**src/rtl/sbsram_pkg.sv**
```systemverilog
package sbsram_pkg;
  typedef enum logic [1:0] {
    ACC_NONE  = 2'd0,
    ACC_READ  = 2'd1,
    ACC_WRITE = 2'd2
  } acc_e;
endpackage

```
**src/rtl/sbsram_strobe_dec.sv**
```systemverilog
// Strobe acceptance and chip-enable qualification.
module sbsram_strobe_dec (
  input  logic cs_pri_n,
  input  logic cs_hi,
  input  logic cs_lo_n,
  input  logic strb_cpu_n,
  input  logic strb_ctl_n,
  output logic start,
  output logic start_cpu,
  output logic desel_now
);
  logic cpu_seen;
  logic ctl_seen;
  logic any_seen;
  logic enables_ok;

  always_comb begin
    // primary enable blocks the processor strobe outright
    cpu_seen   = !strb_cpu_n && !cs_pri_n;
    ctl_seen   = !strb_ctl_n;
    any_seen   = cpu_seen || ctl_seen;
    // secondary enables only matter when a strobe is seen
    enables_ok = !cs_pri_n && cs_hi && !cs_lo_n;
    start      = any_seen && enables_ok;
    start_cpu  = cpu_seen && enables_ok;
    desel_now  = any_seen && !enables_ok;
  end
endmodule

```
**src/rtl/sbsram_byte_mask.sv**
```systemverilog
// Merges the global write override with the per-lane byte strobes.
module sbsram_byte_mask #(
  parameter int LANES = 4
) (
  input  logic             wr_all_n,
  input  logic             wr_byte_n,
  input  logic [LANES-1:0] lane_n,
  output logic [LANES-1:0] mask,
  output logic             wr_any
);
  for (genvar l = 0; l < LANES; l++) begin : g_lane
    assign mask[l] = !wr_all_n || (!wr_byte_n && !lane_n[l]);
  end
  assign wr_any = |mask;
endmodule

```
**src/rtl/sbsram_burst_ctr.sv**
```systemverilog
// Burst start address and wrapping low-bit counter.
module sbsram_burst_ctr #(
  parameter int ADDR_W  = 6,
  parameter int BURST_W = 2
) (
  input  logic              clk,
  input  logic              rst,
  input  logic              load,
  input  logic              step,
  input  logic [ADDR_W-1:0] addr_in,
  output logic [ADDR_W-1:0] eff_addr
);
  logic [ADDR_W-1:0]  base_q;
  logic [BURST_W-1:0] cnt_q;
  logic [BURST_W-1:0] cnt_nxt;
  logic [BURST_W-1:0] cnt_use;
  logic [BURST_W-1:0] lo_sum;

  always_comb begin
    cnt_nxt = cnt_q + 1'b1;
    cnt_use = step ? cnt_nxt : cnt_q;
    lo_sum  = base_q[BURST_W-1:0] + cnt_use;
    if (load) eff_addr = addr_in;
    else      eff_addr = {base_q[ADDR_W-1:BURST_W], lo_sum};
  end

  always_ff @(posedge clk) begin
    if (rst) begin
      base_q <= '0;
      cnt_q  <= '0;
    end else if (load) begin
      base_q <= addr_in;
      cnt_q  <= '0;
    end else if (step) begin
      cnt_q  <= cnt_nxt;
    end
  end

  // without load or step the burst position is kept
  p_suspend_hold_r9: assert property (@(posedge clk) disable iff (rst)
    (!load && !step) |=> ($stable(cnt_q) && $stable(base_q)));
  // a step advances the counter by one, wrapping at its width
  p_step_wrap_r8: assert property (@(posedge clk) disable iff (rst)
    (!load && step) |=> (cnt_q == ($past(cnt_q) + 1'b1)));
  // a load restarts the burst at the presented address
  p_load_start_r7: assert property (@(posedge clk) disable iff (rst)
    load |=> (cnt_q == '0 && base_q == $past(addr_in)));
endmodule

```
**src/rtl/sbsram_array.sv**
```systemverilog
// Byte-lane storage, one inferable memory per lane, registered read.
module sbsram_array #(
  parameter int ADDR_W = 6,
  parameter int LANES  = 4,
  parameter int LANE_W = 8,
  localparam int DEPTH  = 1 << ADDR_W,
  localparam int DATA_W = LANES * LANE_W
) (
  input  logic              clk,
  input  logic              rst,
  input  logic [LANES-1:0]  we,
  input  logic              re,
  input  logic [ADDR_W-1:0] addr,
  input  logic [DATA_W-1:0] wdata,
  output logic [DATA_W-1:0] rdata
);
  for (genvar l = 0; l < LANES; l++) begin : g_lane
    logic [LANE_W-1:0] mem [DEPTH];
    logic [LANE_W-1:0] rd_q;

    always_ff @(posedge clk) begin
      if (we[l]) mem[addr] <= wdata[l*LANE_W +: LANE_W];
    end

    always_ff @(posedge clk) begin
      if (rst)     rd_q <= '0;
      else if (re) rd_q <= mem[addr];
    end

    assign rdata[l*LANE_W +: LANE_W] = rd_q;
  end
endmodule

```
**src/rtl/sbsram_ctrl.sv**
```systemverilog
// Top: command decode, burst sequencing, lane write enables, storage.
module sbsram_ctrl
  import sbsram_pkg::*;
#(
  parameter int ADDR_W  = 6,
  parameter int LANES   = 4,
  parameter int LANE_W  = 8,
  parameter int BURST_W = 2,
  localparam int DATA_W = LANES * LANE_W
) (
  input  logic              clk,
  input  logic              rst,
  input  logic              cs_pri_n,
  input  logic              cs_hi,
  input  logic              cs_lo_n,
  input  logic              strb_cpu_n,
  input  logic              strb_ctl_n,
  input  logic              adv_n,
  input  logic              wr_all_n,
  input  logic              wr_byte_n,
  input  logic [LANES-1:0]  lane_n,
  input  logic [ADDR_W-1:0] addr,
  input  logic [DATA_W-1:0] wdata,
  output logic [LANES-1:0]  lane_we,
  output logic              rd_req,
  output logic              desel,
  output logic [ADDR_W-1:0] acc_addr,
  output logic [DATA_W-1:0] rdata
);
  logic              start;
  logic              start_cpu;
  logic              desel_now;
  logic [LANES-1:0]  mask;
  logic              wr_any;
  logic              step;
  logic              active_q;
  logic [ADDR_W-1:0] eff_addr;
  acc_e              kind;
  logic [LANES-1:0]  arr_we;
  logic              arr_re;

  sbsram_strobe_dec u_dec (
    .cs_pri_n   (cs_pri_n),
    .cs_hi      (cs_hi),
    .cs_lo_n    (cs_lo_n),
    .strb_cpu_n (strb_cpu_n),
    .strb_ctl_n (strb_ctl_n),
    .start      (start),
    .start_cpu  (start_cpu),
    .desel_now  (desel_now)
  );

  sbsram_byte_mask #(.LANES(LANES)) u_mask (
    .wr_all_n  (wr_all_n),
    .wr_byte_n (wr_byte_n),
    .lane_n    (lane_n),
    .mask      (mask),
    .wr_any    (wr_any)
  );

  // advance only continues a live burst when no strobe was accepted
  assign step = !start && !desel_now && !adv_n && active_q;

  sbsram_burst_ctr #(.ADDR_W(ADDR_W), .BURST_W(BURST_W)) u_ctr (
    .clk      (clk),
    .rst      (rst),
    .load     (start),
    .step     (step),
    .addr_in  (addr),
    .eff_addr (eff_addr)
  );

  always_comb begin
    kind = ACC_NONE;
    if (start) kind = (start_cpu || !wr_any) ? ACC_READ : ACC_WRITE;
    else if (step) kind = wr_any ? ACC_WRITE : ACC_READ;
    arr_we = (kind == ACC_WRITE) ? mask : '0;
    arr_re = (kind == ACC_READ);
  end

  sbsram_array #(.ADDR_W(ADDR_W), .LANES(LANES), .LANE_W(LANE_W)) u_arr (
    .clk   (clk),
    .rst   (rst),
    .we    (arr_we),
    .re    (arr_re),
    .addr  (eff_addr),
    .wdata (wdata),
    .rdata (rdata)
  );

  always_ff @(posedge clk) begin
    if (rst) begin
      lane_we  <= '0;
      rd_req   <= 1'b0;
      desel    <= 1'b0;
      acc_addr <= '0;
      active_q <= 1'b0;
    end else begin
      lane_we <= arr_we;
      rd_req  <= arr_re;
      desel   <= desel_now;
      if (kind != ACC_NONE) acc_addr <= eff_addr;
      if (desel_now)  active_q <= 1'b0;
      else if (start) active_q <= 1'b1;
    end
  end

  // one edge never reports both a read and a write
  p_rd_we_excl_r7: assert property (@(posedge clk) disable iff (rst)
    rd_req |-> (lane_we == '0));
  // a deselect edge carries no access
  p_desel_quiet_r6: assert property (@(posedge clk) disable iff (rst)
    desel |-> (!rd_req && lane_we == '0));
  // a blocked processor strobe while idle does nothing at all
  p_cpu_blocked_r2: assert property (@(posedge clk) disable iff (rst)
    (!strb_cpu_n && cs_pri_n && strb_ctl_n && !active_q)
      |=> (!rd_req && lane_we == '0 && !desel));
  // a qualified processor strobe always yields a read
  p_cpu_read_r10: assert property (@(posedge clk) disable iff (rst)
    (!strb_cpu_n && !cs_pri_n && cs_hi && !cs_lo_n)
      |=> (rd_req && lane_we == '0));
  // controller start with global write enables every lane
  p_gw_all_r4: assert property (@(posedge clk) disable iff (rst)
    (!strb_ctl_n && strb_cpu_n && !cs_pri_n && cs_hi && !cs_lo_n && !wr_all_n)
      |=> (lane_we == '1));
endmodule

```
**config.mk**
```make
export PLATFORM = sky130hd
export DESIGN_NAME = sbsram_ctrl
export DESIGN_NICKNAME = d
export VERILOG_FILES = /design/src/rtl/sbsram_pkg.sv /design/src/rtl/sbsram_strobe_dec.sv /design/src/rtl/sbsram_byte_mask.sv /design/src/rtl/sbsram_burst_ctr.sv /design/src/rtl/sbsram_array.sv /design/src/rtl/sbsram_ctrl.sv
export SDC_FILE = /design/constraint.sdc
export NUM_CORES = 2
export LEC_CHECK = 0
export BUFFER_PORTS_ARGS = -buffer_cell sky130_fd_sc_hd__buf_2
export CAP_MARGIN = 25
export CORE_MARGIN = 1
export CORE_UTILIZATION = 41
export CTS_BUF_LIST = sky130_fd_sc_hd__clkbuf_16
export DETAILED_ROUTE_END_ITERATION = 16
export PLACE_DENSITY = 0.65
export SYNTH_ARGS = -nofsm -noshare
export SYNTH_HDL_FRONTEND = slang
export SYNTH_SLANG_ARGS = --single-unit
```
**constraint.sdc**
```tcl
create_clock -name clk -period 4.7 [get_ports clk]
set_input_delay 0.94 -clock clk [delete_from_list [all_inputs] [get_ports clk]]
set_output_delay 0.94 -clock clk [all_outputs]
set_load 0.03 [all_outputs]
```
==> Word level (Yosys, flattened, before mapping) <==
Memory sizes are Yosys's and may differ from the RTL's. A register that Yosys moved wholly into a read port is not among the register bits.
Index checks and enable logic that the tools add are counted.
{ "word_totals": {"reg_bits": 21, "mem_bits_rw": 2048, "inputBits": 52, "output_inout_bits": 44, "wordCells": 68, "memories": 4} }
{ "classes": {"addsub": 2, "n_eq_ne": 2, "n_mux": 15, "reduce_logical": 38} }
{ "memory_table": {"columns": ["name", "words", "word_bits", "rd", "rd_clocked_by_memory_dff", "wr", "line", "rtl"], "rows": [
  ["u_arr.g_lane[0].mem", 64, 8, 1, 1, 1, "sbsram_array.sv:18", "logic [LANE_W-1:0] mem [DEPTH];"],
  ["u_arr.g_lane[1].mem", 64, 8, 1, 1, 1, "sbsram_array.sv:18", null],
  ["u_arr.g_lane[2].mem", 64, 8, 1, 1, 1, "sbsram_array.sv:18", null],
  ["u_arr.g_lane[3].mem", 64, 8, 1, 1, 1, "sbsram_array.sv:18", null]
]} }
{ "op_table": {"columns": ["operator", "count"], "rows": [
  ["zero test 1 bit", 15],
  ["logical AND 1 bit", 13],
  ["2-to-1 mux 2 bit", 5],
  ["2-to-1 mux 1 bit", 8],
  ["logical OR 1 bit", 6],
  ["2-to-1 mux 6 bit", 1],
  ["2-to-1 mux 4 bit", 1],
  ["OR reduction 2 bit", 2],
  ["OR reduction 4 bit", 1],
  ["adder 2 x 1 -> 2 bit (second input constant)", 1],
  ["adder 2 bit", 1],
  ["equality test 2 x 1 -> 1 bit (second input constant)", 1],
  ["equality test 2 bit (second input constant)", 1],
  ["nonzero test 2 bit", 1]
]} }

==> Longest topological paths before layout <==
{ "logic_depth": {"ltp_word": 15, "ltp_mapped": 19, "mapped_depth_nobuf": 12} }

==> Hierarchy <==
Synthesis repeated with hierarchy kept, for this count alone.
{ "hier_totals": {"hier_cells": 4637, "hier_area_um2": 81573.2} }
{ "modules_own_cells": {"columns": ["module", "instances", "cells_per_inst", "area_per_inst_um2", "seq_area_each_um2"], "rows": [
  ["sbsram_array", 1, 4535, 80594.8, 62139.6],
  ["sbsram_ctrl", 1, 58, 549.3, 260.2],
  ["sbsram_burst_ctr", 1, 33, 366.6, 160.2],
  ["sbsram_byte_mask", 1, 6, 33.8, 0.0],
  ["sbsram_strobe_dec", 1, 5, 28.8, 0.0]
]} }

==> Least setup slack after synthesis <==
No wires, ideal clock.
{ "synth_timing": {"kind": "input port to flip-flop", "startpoint": "input strb_cpu_n", "endpoint": "memory u_arr.g_lane[0].mem[33][0], enable pin", "setup_time_ps": 370, "t_arrival_ps": 4169, "t_required_ps": 4330, "slack_ps": 161, "stages": 15, "path_buffers": 6, "path_cell_list": "buf_2 o211ai_2 nor2_1 xor2_1 ha_1 clkbuf_1 nor2b_1 buf_2 o21ai_4 nor3_1 clkbuf_1 clkbuf_1 nor2_1 clkbuf_1 nor2_1"} }
{ "synth_between": {"elab_cells_between_ends": 22, "classes_between": "1 x add/sub; 1 x eq/ne; 8 x mux; 12 x reduce/logical"} }
{ "synth_lines": {"columns": ["item", "line", "rtl"], "rows": [
  ["start: declaration", "sbsram_ctrl.sv:16", "input logic strb_cpu_n,"],
  ["zero test 1 bit (*)", "sbsram_strobe_dec.sv:19", "cpu_seen = !strb_cpu_n && !cs_pri_n;"],
  ["logical AND 1 bit (*)", "sbsram_strobe_dec.sv:19", null],
  ["logical OR 1 bit (*)", "sbsram_strobe_dec.sv:21", "any_seen = cpu_seen || ctl_seen;"],
  ["logical AND 1 bit (on tied branches)", "sbsram_strobe_dec.sv:24, sbsram_strobe_dec.sv:26", null],
  ["zero test 1 bit", "sbsram_ctrl.sv:62", "assign step = !start && !desel_now && !adv_n && active_q;"],
  ["logical AND 1 bit (*) (3 in series)", "sbsram_ctrl.sv:62", null],
  ["2-to-1 mux 2 bit (*)", "sbsram_burst_ctr.sv:21", "cnt_use = step ? cnt_nxt : cnt_q;"],
  ["net u_ctr.cnt_use[0]", "sbsram_burst_ctr.sv:16", "logic [BURST_W-1:0] cnt_use;"],
  ["adder 2 bit (*)", "sbsram_burst_ctr.sv:22", "lo_sum = base_q[BURST_W-1:0] + cnt_use;"],
  ["2-to-1 mux 6 bit (*)", "sbsram_burst_ctr.sv:23", "if (load) eff_addr = addr_in;"],
  ["end: declaration", "sbsram_array.sv:18", null]
]} }
The timed path passes the listed nets; every way through them passes the cells marked *.

==> Worst setup path after layout <==
{ "layout_timing": {"startpoint": "register active_q", "endpoint": "register u_arr.g_lane[1].rd_q[1], read port of u_arr.g_lane[1].mem"} }
{ "layout_between": {"elab_chain_len": 4, "elab_cells_between_ends": 7, "classes_between": "1 x add/sub; 1 x eq/ne; 4 x mux; 1 x reduce/logical"} }
{ "layout_rtl": {"columns": ["item", "line", "rtl"], "rows": [
  ["start: declaration", "sbsram_ctrl.sv:36", "logic active_q;"],
  ["start signal: assignment", "sbsram_ctrl.sv:97", "active_q <= 1'b0;"],
  ["start signal: assignment", "sbsram_ctrl.sv:103", "if (desel_now) active_q <= 1'b0;"],
  ["start signal: assignment", "sbsram_ctrl.sv:104", "else if (start) active_q <= 1'b1;"],
  ["logical AND 1 bit", "sbsram_ctrl.sv:62", null],
  ["2-to-1 mux 2 bit", "sbsram_burst_ctr.sv:21", null],
  ["net u_ctr.cnt_use[0]", "sbsram_burst_ctr.sv:16", null],
  ["adder 2 bit", "sbsram_burst_ctr.sv:22", null],
  ["2-to-1 mux 6 bit", "sbsram_burst_ctr.sv:23", null],
  ["end: declaration", "sbsram_array.sv:19", "logic [LANE_W-1:0] rd_q;"]
]} }
The timed path passes the listed nets, and every way through them passes these cells.
A chain may end at the register's enable or synchronous reset.

==> reports/metrics.yaml <==
ant_nets: 0
p_seq_share_pct: 53.0
hold_violations: 0
coreArea_sq_um: 195400
ios: 96
final.min_clock_period_ps: 4722
n_fill_cell: 16084
hold_path_class: "primary input to register"
ir_drop_uv: 418.1
post-route-period-util_pct: 100.5
htree_levels: 4
ys_dominant_reg_cell: "edfxtp_1"
num_rows: 162
fin_ws_ps: -22.14
synthAdderAreaFrac_pct: 0.01548
die_area_sq_um: 198900
grt_pass1_vias: 52587
place_hpwl_mm: 184.4
pwr-share-clk_pct: 41.0
clkTransAtPathRegs_ps: 70
grt_setup_unrepaired: "no"
leakagePower_nw: 31.60
grt_usage_pct: 28.35
crit_path_end_kind: "register"
yosysTopAreaCell: "edfxtp_1"
placed_cells: 8067
whs_ps: 339.5
grt_max_degree: 65
postSynth.asyncResetShare_pct: 0
tns_ps: -29.21
netlist-cell-type-count: 83
vias: 54912
synth_compound_area_share_pct: 14.36
cts.sinks: 2101
cp_max_fo: 53
wl_mm: 288.1
drt_iter0_drc: 10353
drc: 0
ys_ff_latch: 2101
setup_viol: 2
swShare_pct: 22.45
start_util_pct: 41.36
synthCells: 4851
gp_congestion: 0.9594
die_y_microns: 446.0
numCtsBuffers: 206
ys_seq_area_share_pct: 77.41
die_w_microns: 446.0
synth_top_family_by_area: "compound AO/OA/AOI/OAI gates"
clockBufferDepth: 3
synth.net_count: 4904
worstSkewPairLatency_ps: 870
portBuffers: 95
slew_headroom_pct: 29.94
ctsRootBufferMaster: "clkbuf_16"
power_switching_mw: 8.727
synth_simple_gate_area_share_pct: 4.172
slew_viol_final: 0
cp.arrival_ps: 5430
synth-xor-area-share_pct: 0.07895
synth_top_area_share_pct: 76.09
ctsHoldBuffers: 0
powerDensity_nw_per_um2: 397.9
crit_required_ps: 5400
fin_worst_skew_ps: 26.63
maxCapViolations: 0
synth_warnings: 0
synth_edf_count: 2048
synthMuxAreaShare_pct: 2.057
firstDrtPassIters: 7
drive_gt1_share_pct: 23.90
antenna_found_initial: 21
pre_cts_ws_ps: -504.1
cts_tree: "yes"
violations: "negative setup slack"
cellInternalPower_mw: 30.15
avgSynthCellArea_sq_um: 16.66
cp-start-kind: "register"
pwr-share-comb_pct: 6.0
synth_area_leaders: "edfxtp_1 (76%), a22oi_1 (4.9%), a222oi_1 (2.0%), nor2_1 (1.5%), a22o_1 (1.4%)"
fmax_mhz: 211.8
worst-setup-path-type: "register to register"
tightest_slew_ps: 1046
area_growth_pct: 20.90
via_per_inst: 6.485
final_nets: 5704
grt_pass1_wl_mm: 399.5
synth.cell_area_sq_um: 80820
grt_remaining_overflow: 0
wire_per_inst_microns: 34.02
instances_no_fill: 8468
status: "finished, violations left"
-- power by group through the flow --
| stage | logic, mW | registers (mW) | clock network (mW) |
|---|---|---|---|
| final | 2.33 | 20.6 | 16.0 |
| after global routing | 2.36 | 20.6 | 16.7 |
| after CTS | 2.25 | 20.6 | 16.0 |
| after detailed placement | 2.24 | 21.0 | 0 |
| after global placement | 2.20 | 21.0 | 0 |
| after floorplan | 0.802 | 21.0 | 0 |
-- layout make-up --
| class | instances | area, sq um | share of cell area, % |
|---|---|---|---|
| flip-flops and latches | 2101 | 62560 | 64.02 |
| multi-input cells | 2398 | 17050 | 17.45 |
| repair buffers | 942 | 8289 | 8.483 |
| clock buffers | 210 | 5255 | 5.378 |
| well taps | 2624 | 3283 | 3.360 |
| clock inverters | 175 | 1230 | 1.259 |
| diodes | 16 | 40.04 | 0.04098 |
| inverters | 2 | 7.507 | 0.007683 |
-- per-stage QoR --
stage | utilization [%] | total power, mW | cell area, sq um
global placement | 46.62 | 23.20 | 91090
finish | 50.01 | 38.88 | 97710
detailed placement | 46.67 | 23.24 | 91190
CTS | 49.99 | 38.80 | 97670
floorplan | - | 21.81 | 80820
global route | 49.99 | 39.60 | 97680
-- what timing repair did --
item	CTS	global route
setup buffers	0	0
endpoints found under the setup margin	0	1
hold endpoints to repair	0	0
gates resized for setup	0	1
-- cells in the mapped netlist (9+ instances only) --
cell       instances
a2111oi_0         19
a211oi_1          29
a21oi_1          120
a221o_1           23
a221oi_1          66
a222oi_1         162
a22o_1           132
a22oi_1          523
a311oi_1          10
a31oi_1          126
a32oi_1           19
a41oi_1           50
and2_1            11
and3_1            14
buf_1             24
buf_2            125
buf_4             10
clkbuf_1         187
dfxtp_1           53
edfxtp_1        2048
mux2_2            86
mux2i_1           68
nand2_1          196
nand3_1           49
nand3b_1          29
nand4_1           12
nor2_1           321
nor2b_1           14
nor3_1            32
nor4_1            25
o2111a_1          18
o21ai_0           83
o21bai_1          10
o22a_1             9
o22ai_1           11
o31a_1            11
o31ai_1           12
-- final timing paths --
kind,startpoint,end,slack (ps),cells after the start
worst max-delay path,active_q,u_arr.g_lane[1].rd_q[1],-20,14
worst max register to register,active_q,u_arr.g_lane[1].rd_q[1],-20,14
worst min-delay path,wdata[13],u_arr.g_lane[1].mem[10][5],340,1
worst min register to register,u_ctr.base_q[0],u_ctr.base_q[0],480,2
-- sequential cells by signal, indices dropped and copies added, names as in the netlist --
name / cells
acc_addr: 6
active_q: 1
desel: 1
lane_we: 4
rd_req: 1
u_arr.g_lane.mem: 2048
u_arr.g_lane.rd_q: 32
u_ctr.base_q: 6
u_ctr.cnt_q: 2
-- logic make-up after synthesis --
logic type               after synthesis
AND/OR/NAND/NOR                      740
AO/OA/AOI/OAI                       1498
adder cells (fa/ha/maj)                1
multiplexers                         155
flip-flops                          2101
buffers and inverters                352
XOR/XNOR                               4
-- worst max-delay path: stages, from the launching register on --
cell,delay (ps)
dfxtp_1,480
o211ai_2,190
nor2_1,210
buf_4,180
xor2_1,200
ha_1,240
xnor3_1,250
a21oi_2,370
nor3_2,130
or2_4,370
buf_12,270
a222oi_1,380
a31oi_1,180
a2111oi_0,890
a311oi_1,200
-- layout by cell type, fill, tap and decap left out, drive strengths merged, types with 14 or more instances in the layout --
cell     synthesis  final
o2111a          18     18
mux2            86     86
clkbuf         187    210
a21oi          121    121
nand2          196    196
a41oi           50     50
clkinv           0    101
a2111oi         22     22
dfxtp           53     53
nor4            25     25
a22oi          523    523
a211oi          29     29
edfxtp        2048   2048
a22o           132    132
a222oi         162    162
nand3           49     49
diode            0     16
mux2i           69     69
bufinv           0     14
a31oi          126    126
nor3            42     42
nor2b           14     14
a221o           23     23
and3            14     14
buf            163    942
nand3b          29     29
o21ai           95     95
nor2           322    322
inv              2     57
a221oi          66     66
a32oi           19     19
-- routing by layer --
layer	part of all wire (%)	GRT usage, %	up-vias
li1	-	-	21921
met1	36	37.49	27655
met2	44	42.44	4458
met3	13	7.507	868
met4	6.4	15.82	10
met5	0.020	0	-
No activity file was read; power rests on OpenSTA's default activity.
